<file path="src/rtl/da_fir_pkg.sv">
package da_fir_pkg;

    typedef enum logic {
        PH_IDLE = 1'b0,
        PH_RUN  = 1'b1
    } phase_e;

    // width that holds any signed sum of 'pairs' coefficients
    function automatic int lut_width(input int pairs, input int coef_w);
        return coef_w + $clog2(pairs) + 1;
    endfunction

    // width of a counter that reaches sample_w
    function automatic int cnt_width(input int sample_w);
        return $clog2(sample_w + 1);
    endfunction

endpackage

</file>
<file path="src/rtl/da_skew_p2s.sv">
module da_skew_p2s #(
    parameter int TAPS     = 10,
    parameter int SAMPLE_W = 10
) (
    input  logic                clk,
    input  logic                rst,
    input  logic                load,
    input  logic [SAMPLE_W-1:0] din,
    output logic [TAPS-1:0]     tap_bits
);
    // parallel delay line of sample words
    logic [SAMPLE_W-1:0] hist [TAPS];
    // per-tap serialisers, arithmetic shift keeps the sign on top
    logic [SAMPLE_W-1:0] ser  [TAPS];

    always_ff @(posedge clk) begin
        if (rst) begin
            for (int i = 0; i < TAPS; i++) begin
                hist[i] <= '0;
                ser[i]  <= '0;
            end
        end else if (load) begin
            hist[0] <= din;
            ser[0]  <= din;
            for (int i = 1; i < TAPS; i++) begin
                hist[i] <= hist[i-1];
                ser[i]  <= hist[i-1];
            end
        end else begin
            for (int i = 0; i < TAPS; i++) begin
                ser[i] <= {ser[i][SAMPLE_W-1], ser[i][SAMPLE_W-1:1]};
            end
        end
    end

    for (genvar t = 0; t < TAPS; t++) begin : g_bit
        assign tap_bits[t] = ser[t][0];
    end

endmodule

</file>
<file path="src/rtl/da_pair_add.sv">
module da_pair_add #(
    parameter int PAIRS = 5
) (
    input  logic             clk,
    input  logic             rst,
    input  logic             clr,
    input  logic [PAIRS-1:0] a,
    input  logic [PAIRS-1:0] b,
    output logic [PAIRS-1:0] sum
);
    for (genvar p = 0; p < PAIRS; p++) begin : g_pair
        logic carry_q;
        logic cin;

        assign cin    = clr ? 1'b0 : carry_q;
        assign sum[p] = a[p] ^ b[p] ^ cin;

        always_ff @(posedge clk) begin
            if (rst) begin
                carry_q <= 1'b0;
            end else begin
                carry_q <= (a[p] & b[p]) | (cin & (a[p] ^ b[p]));
            end
        end
    end

endmodule

</file>
<file path="src/rtl/da_coef_lut.sv">
module da_coef_lut #(
    parameter int                       PAIRS  = 5,
    parameter int                       COEF_W = 10,
    parameter int                       LUT_W  = 14,
    parameter logic [PAIRS*COEF_W-1:0]  COEFS  = '0
) (
    input  logic [PAIRS-1:0]        addr,
    output logic signed [LUT_W-1:0] value
);
    localparam int DEPTH = 1 << PAIRS;

    logic signed [LUT_W-1:0] entries [DEPTH];

    // entry k: sum of the coefficients whose pair bit is set in k
    always_comb begin
        for (int k = 0; k < DEPTH; k++) begin
            entries[k] = '0;
            for (int j = 0; j < PAIRS; j++) begin
                if (((k >> j) & 1) != 0) begin
                    entries[k] = entries[k]
                               + LUT_W'($signed(COEFS[j*COEF_W +: COEF_W]));
                end
            end
        end
    end

    assign value = entries[addr];

endmodule

</file>
<file path="src/rtl/da_scale_acc.sv">
module da_scale_acc #(
    parameter int LUT_W = 14,
    parameter int AW    = 15
) (
    input  logic                    clk,
    input  logic                    rst,
    input  logic                    step,
    input  logic                    first,
    input  logic                    last,
    input  logic signed [LUT_W-1:0] lut_val,
    output logic                    dout_vld,
    output logic [AW-1:0]           dout
);
    logic signed [AW-1:0] acc_q;
    logic signed [AW-1:0] lut_ext;
    logic signed [AW-1:0] halved;
    logic        [AW-1:0] term;
    logic        [AW-1:0] acc_nxt;

    assign lut_ext = AW'(lut_val);
    assign halved  = acc_q >>> 1;
    assign term    = last ? ~lut_ext : lut_ext;

    always_comb begin
        if (first) begin
            acc_nxt = lut_ext;
        end else begin
            acc_nxt = halved + term + {{(AW-1){1'b0}}, last};
        end
    end

    always_ff @(posedge clk) begin
        if (rst) begin
            acc_q    <= '0;
            dout     <= '0;
            dout_vld <= 1'b0;
        end else begin
            dout_vld <= step & last;
            if (step) begin
                acc_q <= acc_nxt;
            end
            if (step && last) begin
                dout <= acc_nxt;
            end
        end
    end

endmodule

</file>
<file path="src/rtl/da_sym_fir.sv">
module da_sym_fir
    import da_fir_pkg::*;
#(
    parameter int                             TAPS     = 10,
    parameter int                             SAMPLE_W = 10,
    parameter int                             COEF_W   = 10,
    parameter logic [(TAPS/2)*COEF_W-1:0]     COEFS    =
        {10'sd255, 10'sd190, 10'sd85, -10'sd40, 10'sd12},
    parameter int                             AW       =
        lut_width(TAPS/2, COEF_W) + 1
) (
    input  logic                clk,
    input  logic                rst,
    input  logic                din_stb,
    input  logic [SAMPLE_W-1:0] din,
    output logic                dout_vld,
    output logic [AW-1:0]       dout
);
    localparam int PAIRS = TAPS / 2;
    localparam int LUT_W = lut_width(PAIRS, COEF_W);
    localparam int CNTW  = cnt_width(SAMPLE_W);
    localparam logic [CNTW-1:0] LAST_CNT = CNTW'(SAMPLE_W);

    phase_e          phase;
    logic [CNTW-1:0] bit_cnt;
    logic            busy;
    logic            first_bit;
    logic            last_bit;
    logic            accept;

    logic [TAPS-1:0]         tap_bits;
    logic [PAIRS-1:0]        near_bits;
    logic [PAIRS-1:0]        far_bits;
    logic [PAIRS-1:0]        lut_addr;
    logic signed [LUT_W-1:0] lut_val;

    assign busy      = (phase == PH_RUN);
    assign first_bit = busy && (bit_cnt == '0);
    assign last_bit  = busy && (bit_cnt == LAST_CNT);
    assign accept    = din_stb && (!busy || last_bit);

    always_ff @(posedge clk) begin
        if (rst) begin
            phase   <= PH_IDLE;
            bit_cnt <= '0;
        end else if (accept) begin
            phase   <= PH_RUN;
            bit_cnt <= '0;
        end else if (last_bit) begin
            phase   <= PH_IDLE;
        end else if (busy) begin
            bit_cnt <= bit_cnt + 1'b1;
        end
    end

    da_skew_p2s #(
        .TAPS     (TAPS),
        .SAMPLE_W (SAMPLE_W)
    ) u_skew (
        .clk      (clk),
        .rst      (rst),
        .load     (accept),
        .din      (din),
        .tap_bits (tap_bits)
    );

    for (genvar p = 0; p < PAIRS; p++) begin : g_fold
        assign near_bits[p] = tap_bits[p];
        assign far_bits[p]  = tap_bits[TAPS-1-p];
    end

    da_pair_add #(
        .PAIRS (PAIRS)
    ) u_pairs (
        .clk (clk),
        .rst (rst),
        .clr (first_bit),
        .a   (near_bits),
        .b   (far_bits),
        .sum (lut_addr)
    );

    da_coef_lut #(
        .PAIRS  (PAIRS),
        .COEF_W (COEF_W),
        .LUT_W  (LUT_W),
        .COEFS  (COEFS)
    ) u_lut (
        .addr  (lut_addr),
        .value (lut_val)
    );

    da_scale_acc #(
        .LUT_W (LUT_W),
        .AW    (AW)
    ) u_acc (
        .clk      (clk),
        .rst      (rst),
        .step     (busy),
        .first    (first_bit),
        .last     (last_bit),
        .lut_val  (lut_val),
        .dout_vld (dout_vld),
        .dout     (dout)
    );

endmodule

</file>
<file path="config.mk">
export PLATFORM = sky130hd
export DESIGN_NAME = da_sym_fir
export DESIGN_NICKNAME = d
export VERILOG_FILES = /design/src/rtl/da_fir_pkg.sv /design/src/rtl/da_skew_p2s.sv /design/src/rtl/da_pair_add.sv /design/src/rtl/da_coef_lut.sv /design/src/rtl/da_scale_acc.sv /design/src/rtl/da_sym_fir.sv
export SDC_FILE = /design/constraint.sdc
export NUM_CORES = 1
export LEC_CHECK = 0
export BUFFER_PORTS_ARGS = -buffer_cell sky130_fd_sc_hd__buf_2
export CAP_MARGIN = 20
export CORE_UTILIZATION = 25
export DETAILED_ROUTE_END_ITERATION = 8
export PLACE_DENSITY = 0.48
export SLEW_MARGIN = 20
export SYNTH_ARGS = -nofsm -noshare
export SYNTH_HDL_FRONTEND = slang
export SYNTH_HIERARCHICAL = 1
export SYNTH_SLANG_ARGS = --single-unit
export TNS_END_PERCENT = 50
</file>
<file path="constraint.sdc">
create_clock -name clk -period 5.18 [get_ports clk]
set_input_delay 1.554 -clock clk [delete_from_list [all_inputs] [get_ports clk]]
set_output_delay 1.554 -clock clk [all_outputs]
set_load 0.01 [all_outputs]
</file>
==> results_dict.tcl, run 1 <==
set metrics [dict create \
    cp_max_fo 17 \
    antenna_found_initial 0 \
    coreArea_sq_um 43270 \
    outcome "finished, final reports clean" \
    root_buffer "clkbuf_16" \
    required_ns 5.57 \
    grt_pass1_wl_um 32690 \
    seq_area_frac_synth 0.5917 \
    clk-insertion-delay-late_ns 0.55 \
    synthTopCellsByArea "edfxtp_1, mux2i_1, dfxtp_1" \
    first_pass_iters 4 \
    port_buffers 28 \
    clock_skew_ns 0.02239 \
    drv_slew 0 \
    hold_viol 0 \
    num-fill-cells 4484 \
    period_share 0.9307 \
    grt_max_degree 92 \
    ys_types 64 \
    grt_usage 0.08882 \
    fmax_mhz 207.4 \
    syn_area_sq_um 11000 \
    synth_flop_cell "edfxtp_1" \
    postLayoutCoreUtil 0.2967 \
    synth_top_area_frac 0.5189 \
    maxCapViolCount 0 \
    clock_path_buffers 3 \
    ys_warn_count 6 \
    irDropWorstVdd_v 0.0002238 \
    yosysMostFrequentCell "edfxtp_1" \
    netlist_top_cells_count "edfxtp_1, nor2_1, and2_1, mux2i_1, dfxtp_1" \
    hold_ws_ns 0.4889 \
    ios 29 \
    initial_core_util 0.2541 \
    hold_buffers 0 \
    cp.arrival_ns 5.21 \
    gp_congestion 0.8366 \
    grt_pass1_vias 6511 \
    dp_hpwl_um 11510 \
    antenna_cells 0 \
    area_delta_synth_final_pct 16.76 \
    num-nets-final 1042 \
    finalWorstSetupSlack_ns 0.3589 \
    syn_area_per_cell_sq_um 12.23 \
    slew_headroom 0.4855 \
    synth_seq_cells 230 \
    setup-violations-final 0 \
    rows 76 \
    drtAntennaViolNets 0 \
    via_count 6443 \
    die_x_um 211.7 \
    worst_hold_path_type "reg2reg" \
    cts_made_buffers 28 \
    p_leak_nw 5.114 \
    chipHeight_um 211.7 \
    grt_overflow_total 0 \
    drtIter0Drc 306 \
    end_kind "register" \
    worst_slew_pin_slew_ns 0.7717 \
    vias_per_cell 4.027 \
    criticalPathCategory "reg2reg" \
    cts.htree.levels 1 \
    die_area_sq_um 44830 \
    worst_setup_path_start_kind "register" \
    seq_area_sq_um 6506 \
    multi_input_area_sq_um 4359 \
    hold_path_depth 2 \
    postSynthCellCount 899 \
    drc 0 \
    clk_pin_slew_ns 0.06 \
    synth_edf_count 190 \
    drive_above_1_share 0.09557 \
    synth_largest_area_cell "edfxtp_1" \
    cts_sinks 230 \
    min_period_ns 4.821 \
    cts_tree "built" \
    rr_worst_depth 17 \
    wirelength_um 19470 \
    place_ws_ns 0.1751 \
    async_flop_share 0 \
    p_total_mw 4.731 \
    routedWlPerCell_um 12.17 \
    power_density_nw_per_um2 368.5 \
]
[logic make-up after synthesis]
group,after synthesis,synth area share
XOR/XNOR,25,0.01991
multiplexers,95,0.08694
other,1,0.0003410
adder cells (fa/ha/maj),36,0.04506
AO/OA/AOI/OAI,116,0.07032
flip-flops,230,0.5917
AND/OR/NAND/NOR,301,0.1389
buffers and inverters,95,0.04677
[metal layers]
layer | vias up | part of all wire | GRT usage
li1 | 3280 | - | -
met1 | 3074 | 0.48 | 0.1152
met2 | 63 | 0.47 | 0.1497
met3 | 26 | 0.032 | 0.01587
met4 | 0 | 0.018 | 0.02724
met5 | - | 0 | 0
[placed cells by master (no fill, tap or decap), types with 27 or more instances in the layout]
cell / netlist / routed
and2_1: 95 / 95
nand2_1: 29 / 29
ha_1: 30 / 30
mux2i_1: 94 / 94
nor2_1: 117 / 117
clkbuf_16: 0 / 28
conb_1: 1 / 90
buf_2: 15 / 27
a21oi_1: 35 / 34
edfxtp_1: 190 / 190
dfxtp_1: 40 / 40
[worst paths after layout]
kind	from	end	slack [ns]
setup / recovery	bit_cnt[0]$_SDFFE_PP0P_	u_acc/dout[12]$_SDFFE_PP0P_	0.36
hold / removal	u_acc/dout[2]$_SDFFE_PP0P_	u_acc/dout[2]$_SDFFE_PP0P_	0.49
hold reg to reg	u_acc/dout[2]$_SDFFE_PP0P_	u_acc/dout[2]$_SDFFE_PP0P_	0.49
setup reg to reg	bit_cnt[0]$_SDFFE_PP0P_	u_acc/dout[12]$_SDFFE_PP0P_	0.36
[sequential cells by signal, summed over array words and instances, names as in the netlist]
name                    flops
bit_cnt                     4
u_skew/ser                100
u_skew/hist                90
u_acc/dout                 15
busy                        1
u_pairs/g_pair.carry_q      5
u_acc/acc_q                14
u_acc/dout_vld              1
[metrics by stage]
stage	instances	area, sq um	TNS [ns]
global placement	1547	11960	0
floorplan	988	11330	0
detailed placement	1547	11960	0
finish	1600	12840	0
CTS	1599	12810	0
global route	1600	12840	-0.01841
[what timing repair did]
action                                  CTS  global route
buffers inserted                          0             1
gates resized for setup                   0             4
endpoints found under the setup margin    0            17
[final cells by class]
cell class                 count  area share
multi-input combinational    663      0.3395
sequential                   230      0.5068
timing repair buffer          41     0.02164
tap                          585     0.05701
inverter                      29    0.008771
clock inverter                17    0.009648
clock buffer                  35     0.05662
[report_power, final]
| group | leakage, nW | switching, mW | internal [mW] |
|---|---|---|---|
| clock network | 0.406 | 0.764 | 1.04 |
| registers | 2.33 | 0.0443 | 2.14 |
| logic | 2.38 | 0.450 | 0.290 |
| total | 5.11 | 1.26 | 3.47 |
[critical path, cell delays in order (launching register included)]
cell	delay (ns)
dfxtp_1	0.37
inv_1	0.10
ha_1	0.21
nor4b_4	0.15
nand2b_1	0.17
fa_1	0.53
clkinvlp_4	0.26
o21ai_0	0.44
mux2i_1	0.45
inv_1	0.11
fa_1	0.45
a21o_1	0.26
a221oi_4	0.36
or2_1	0.20
a211oi_1	0.09
a2111oi_2	0.28
buf_4	0.17
a21oi_1	0.06
No activity file was read; power rests on OpenSTA's default activity.
==> run 2, diff against run 1 <==
--- a/config.mk
+++ b/config.mk
@@ -7,6 +7,7 @@
 export LEC_CHECK = 0
 export BUFFER_PORTS_ARGS = -buffer_cell sky130_fd_sc_hd__buf_2
 export CAP_MARGIN = 20
+export CORE_ASPECT_RATIO = 1.1
 export CORE_UTILIZATION = 25
 export DETAILED_ROUTE_END_ITERATION = 8
 export PLACE_DENSITY = 0.48
==> run 2 against run 1 <==
Compared with the run above: sequential share of layout area grew 0.37 points; clock power down 6%; global-route usage decreased by 0.15 points; critical path type unchanged; largest cell class unchanged; largest power group unchanged.
==> results_dict.tcl, run 2 (same netlist as run 1, synthesis figures left out) <==
set metrics [dict create \
    grt_overflow_total 0 \
    die_x_um 202.0 \
    rsz0062_at_grt "false" \
    drtIter0Drc 334 \
    wirelength_um 19630 \
    clock_path_buffers 3 \
    postLayoutCoreUtil 0.2941 \
    hp-start "u_acc/dout[2]$_SDFFE_PP0P_" \
    first_pass_iters 4 \
    reg_top3 "u_skew/ser (100), u_skew/hist (90), u_acc/dout (15)" \
    cts_tree "built" \
    cp_max_fo 8 \
    maxCapViolCount 0 \
    irDropWorstVdd_v 0.0002260 \
    ios 29 \
    cts.htree.levels 1 \
    clk-insertion-delay-late_ns 0.52 \
    critical_path.top_delay_family "compound AO/OA/AOI/OAI gates" \
    worst_setup_path_start_kind "register" \
    antenna_cells 0 \
    grt_usage 0.08735 \
    area_delta_synth_final_pct 15.92 \
    grt_pass1_wl_um 32530 \
    crit_chain "inv_1, ha_1, nor4b_4, nand2b_1, fa_1, inv_1, inv_1, ha_1, nor4b_1, a311oi_1, o21ai_0, xor2_1, ha_1, and3_1, a221oi_2, or2_1, a211oi_1, a2111oi_2, a21oi_1" \
    drive_above_1_share 0.09118 \
    drtAntennaViolNets 0 \
    cp.arrival_ns 5.14 \
    worst_hold_path_type "reg2reg" \
    slew_headroom 0.4382 \
    final.setup.tns_ns 0 \
    antenna_found_initial 0 \
    hold_path_depth 2 \
    root_buffer "clkbuf_16" \
    vias_per_cell 4.102 \
    drc 0 \
    critPathMaxStageDelay_ns 0.40 \
    top_register "u_skew/ser" \
    port_buffers 28 \
    power_density_nw_per_um2 363.5 \
    largest_reg_flops 100 \
    outcome "finished, final reports clean" \
    p_total_mw 4.633 \
    layout_commonest_cell "edfxtp_1" \
    criticalPathCategory "reg2reg" \
    fmax_mhz 209.7 \
    worst_slew_pin_slew_ns 0.8427 \
    initial_core_util 0.2537 \
    cts_made_buffers 26 \
    cts_sinks 230 \
    p_leak_nw 5.101 \
    fin_area_sq_um 12750 \
    critPathBufInv 3 \
    r2r_end "u_acc/dout[12]$_SDFFE_PP0P_" \
    end_kind "register" \
    num-nets-final 1040 \
    grt_pass1_vias 6598 \
    hold_viol 0 \
    clk_pin_slew_ns 0.06 \
    clock_skew_ns 0.008614 \
    rr_worst_depth 19 \
    cpMaxStageDelayCell "fa_1" \
    grt_max_degree 97 \
    dp_hpwl_um 11800 \
    holdPathEnd "u_acc/dout[2]$_SDFFE_PP0P_" \
    num-fill-cells 4457 \
    die_area_sq_um 44830 \
    setup-violations-final 0 \
    worstReg2RegStart "bit_cnt[0]$_SDFFE_PP0P_" \
    gp_congestion 0.8067 \
    coreArea_sq_um 43340 \
    required_ns 5.55 \
    routedWlPerCell_um 12.40 \
    min_period_ns 4.770 \
    dpl_cell_area_sq_um 11940 \
    r2r_setup_slack_ns 0.41 \
    drv_slew 0 \
    rows 80 \
    mostFrequentLayoutCells "edfxtp_1, nor2_1, and2_1" \
    via_count 6493 \
    period_share 0.9208 \
    chipHeight_um 222.0 \
]
[run 2: changes by cell type in the layout (fill, tap and decap cells not counted), moves of 2 or more]
cell,delta
clkinvlp_4,-3
clkbuf_8,+2
clkinv_1,-3
inv_1,+2
[run 2: worst max path at each step]
stage / depth (start not counted) / to / start
after floorplan: 20 / u_acc/acc_q[12]$_SDFFE_PP0P_ / busy$_SDFFE_PP0P_
after global placement: 19 / u_acc/dout[12]$_SDFFE_PP0P_ / bit_cnt[0]$_SDFFE_PP0P_
after detailed placement: 19 / u_acc/dout[12]$_SDFFE_PP0P_ / bit_cnt[0]$_SDFFE_PP0P_
after CTS: 19 / u_acc/dout[12]$_SDFFE_PP0P_ / bit_cnt[0]$_SDFFE_PP0P_
after global routing: 19 / u_acc/dout[12]$_SDFFE_PP0P_ / bit_cnt[0]$_SDFFE_PP0P_
final: 19 / u_acc/dout[12]$_SDFFE_PP0P_ / bit_cnt[0]$_SDFFE_PP0P_
[run 2: timing repair]
item | in CTS | in global routing
hold buffers | 0 | 0
resized for setup | 0 | 1
setup endpoints to repair | 0 | 6
buffers inserted | 0 | 0
[run 2: per-stage QoR]
step | setup slack, ns | hold slack, ns | cells
floorplan | 0.7024 | 0.4640 | 988
global placement | 0.4310 | 0.4493 | 1537
detailed placement | 0.3597 | 0.4584 | 1537
CTS | 0.3425 | 0.4661 | 1583
global route | 0.01119 | 0.4812 | 1583
finish | 0.4105 | 0.4650 | 1583
[run 2: worst register-to-register path, delay by kind of cell, from the launching register on]
| family | cells | cell delay (ns) |
|---|---|---|
| AND/OR/NAND/NOR | 5 | 1.01 |
| AO/OA/AOI/OAI | 6 | 1.34 |
| buffers and inverters | 3 | 0.49 |
| adder cells (fa/ha/maj) | 4 | 1.27 |
| XOR/XNOR | 1 | 0.18 |
| flip-flops | 1 | 0.33 |
[run 2: where the power goes]
| part | internal [mW] | leakage (nW) | switching (mW) |
|---|---|---|---|
| Combinational | 0.284 | 2.38 | 0.453 |
| Clock | 1.01 | 0.390 | 0.702 |
| Sequential | 2.14 | 2.33 | 0.0452 |
| Total | 3.43 | 5.10 | 1.20 |
[run 2: area by class of cell]
cell class | instances | area (sq um) | area share
multi-input cells | 663 | 4348 | 0.3411
repair buffers | 41 | 265.3 | 0.02081
inverters | 29 | 108.9 | 0.008540
flip-flops and latches | 230 | 6506 | 0.5105
well taps | 574 | 718.2 | 0.05635
clock buffers | 38 | 762.0 | 0.05978
clock inverters | 8 | 37.54 | 0.002945
[run 2: per-layer routing]
metal | wire (um) | track usage | vias up
met5 | 0 | 0 | -
met4 | 486 | 0.02835 | 0
met3 | 637 | 0.01631 | 32
met2 | 9203 | 0.1502 | 74
met1 | 9306 | 0.1095 | 3133
li1 | - | - | 3254
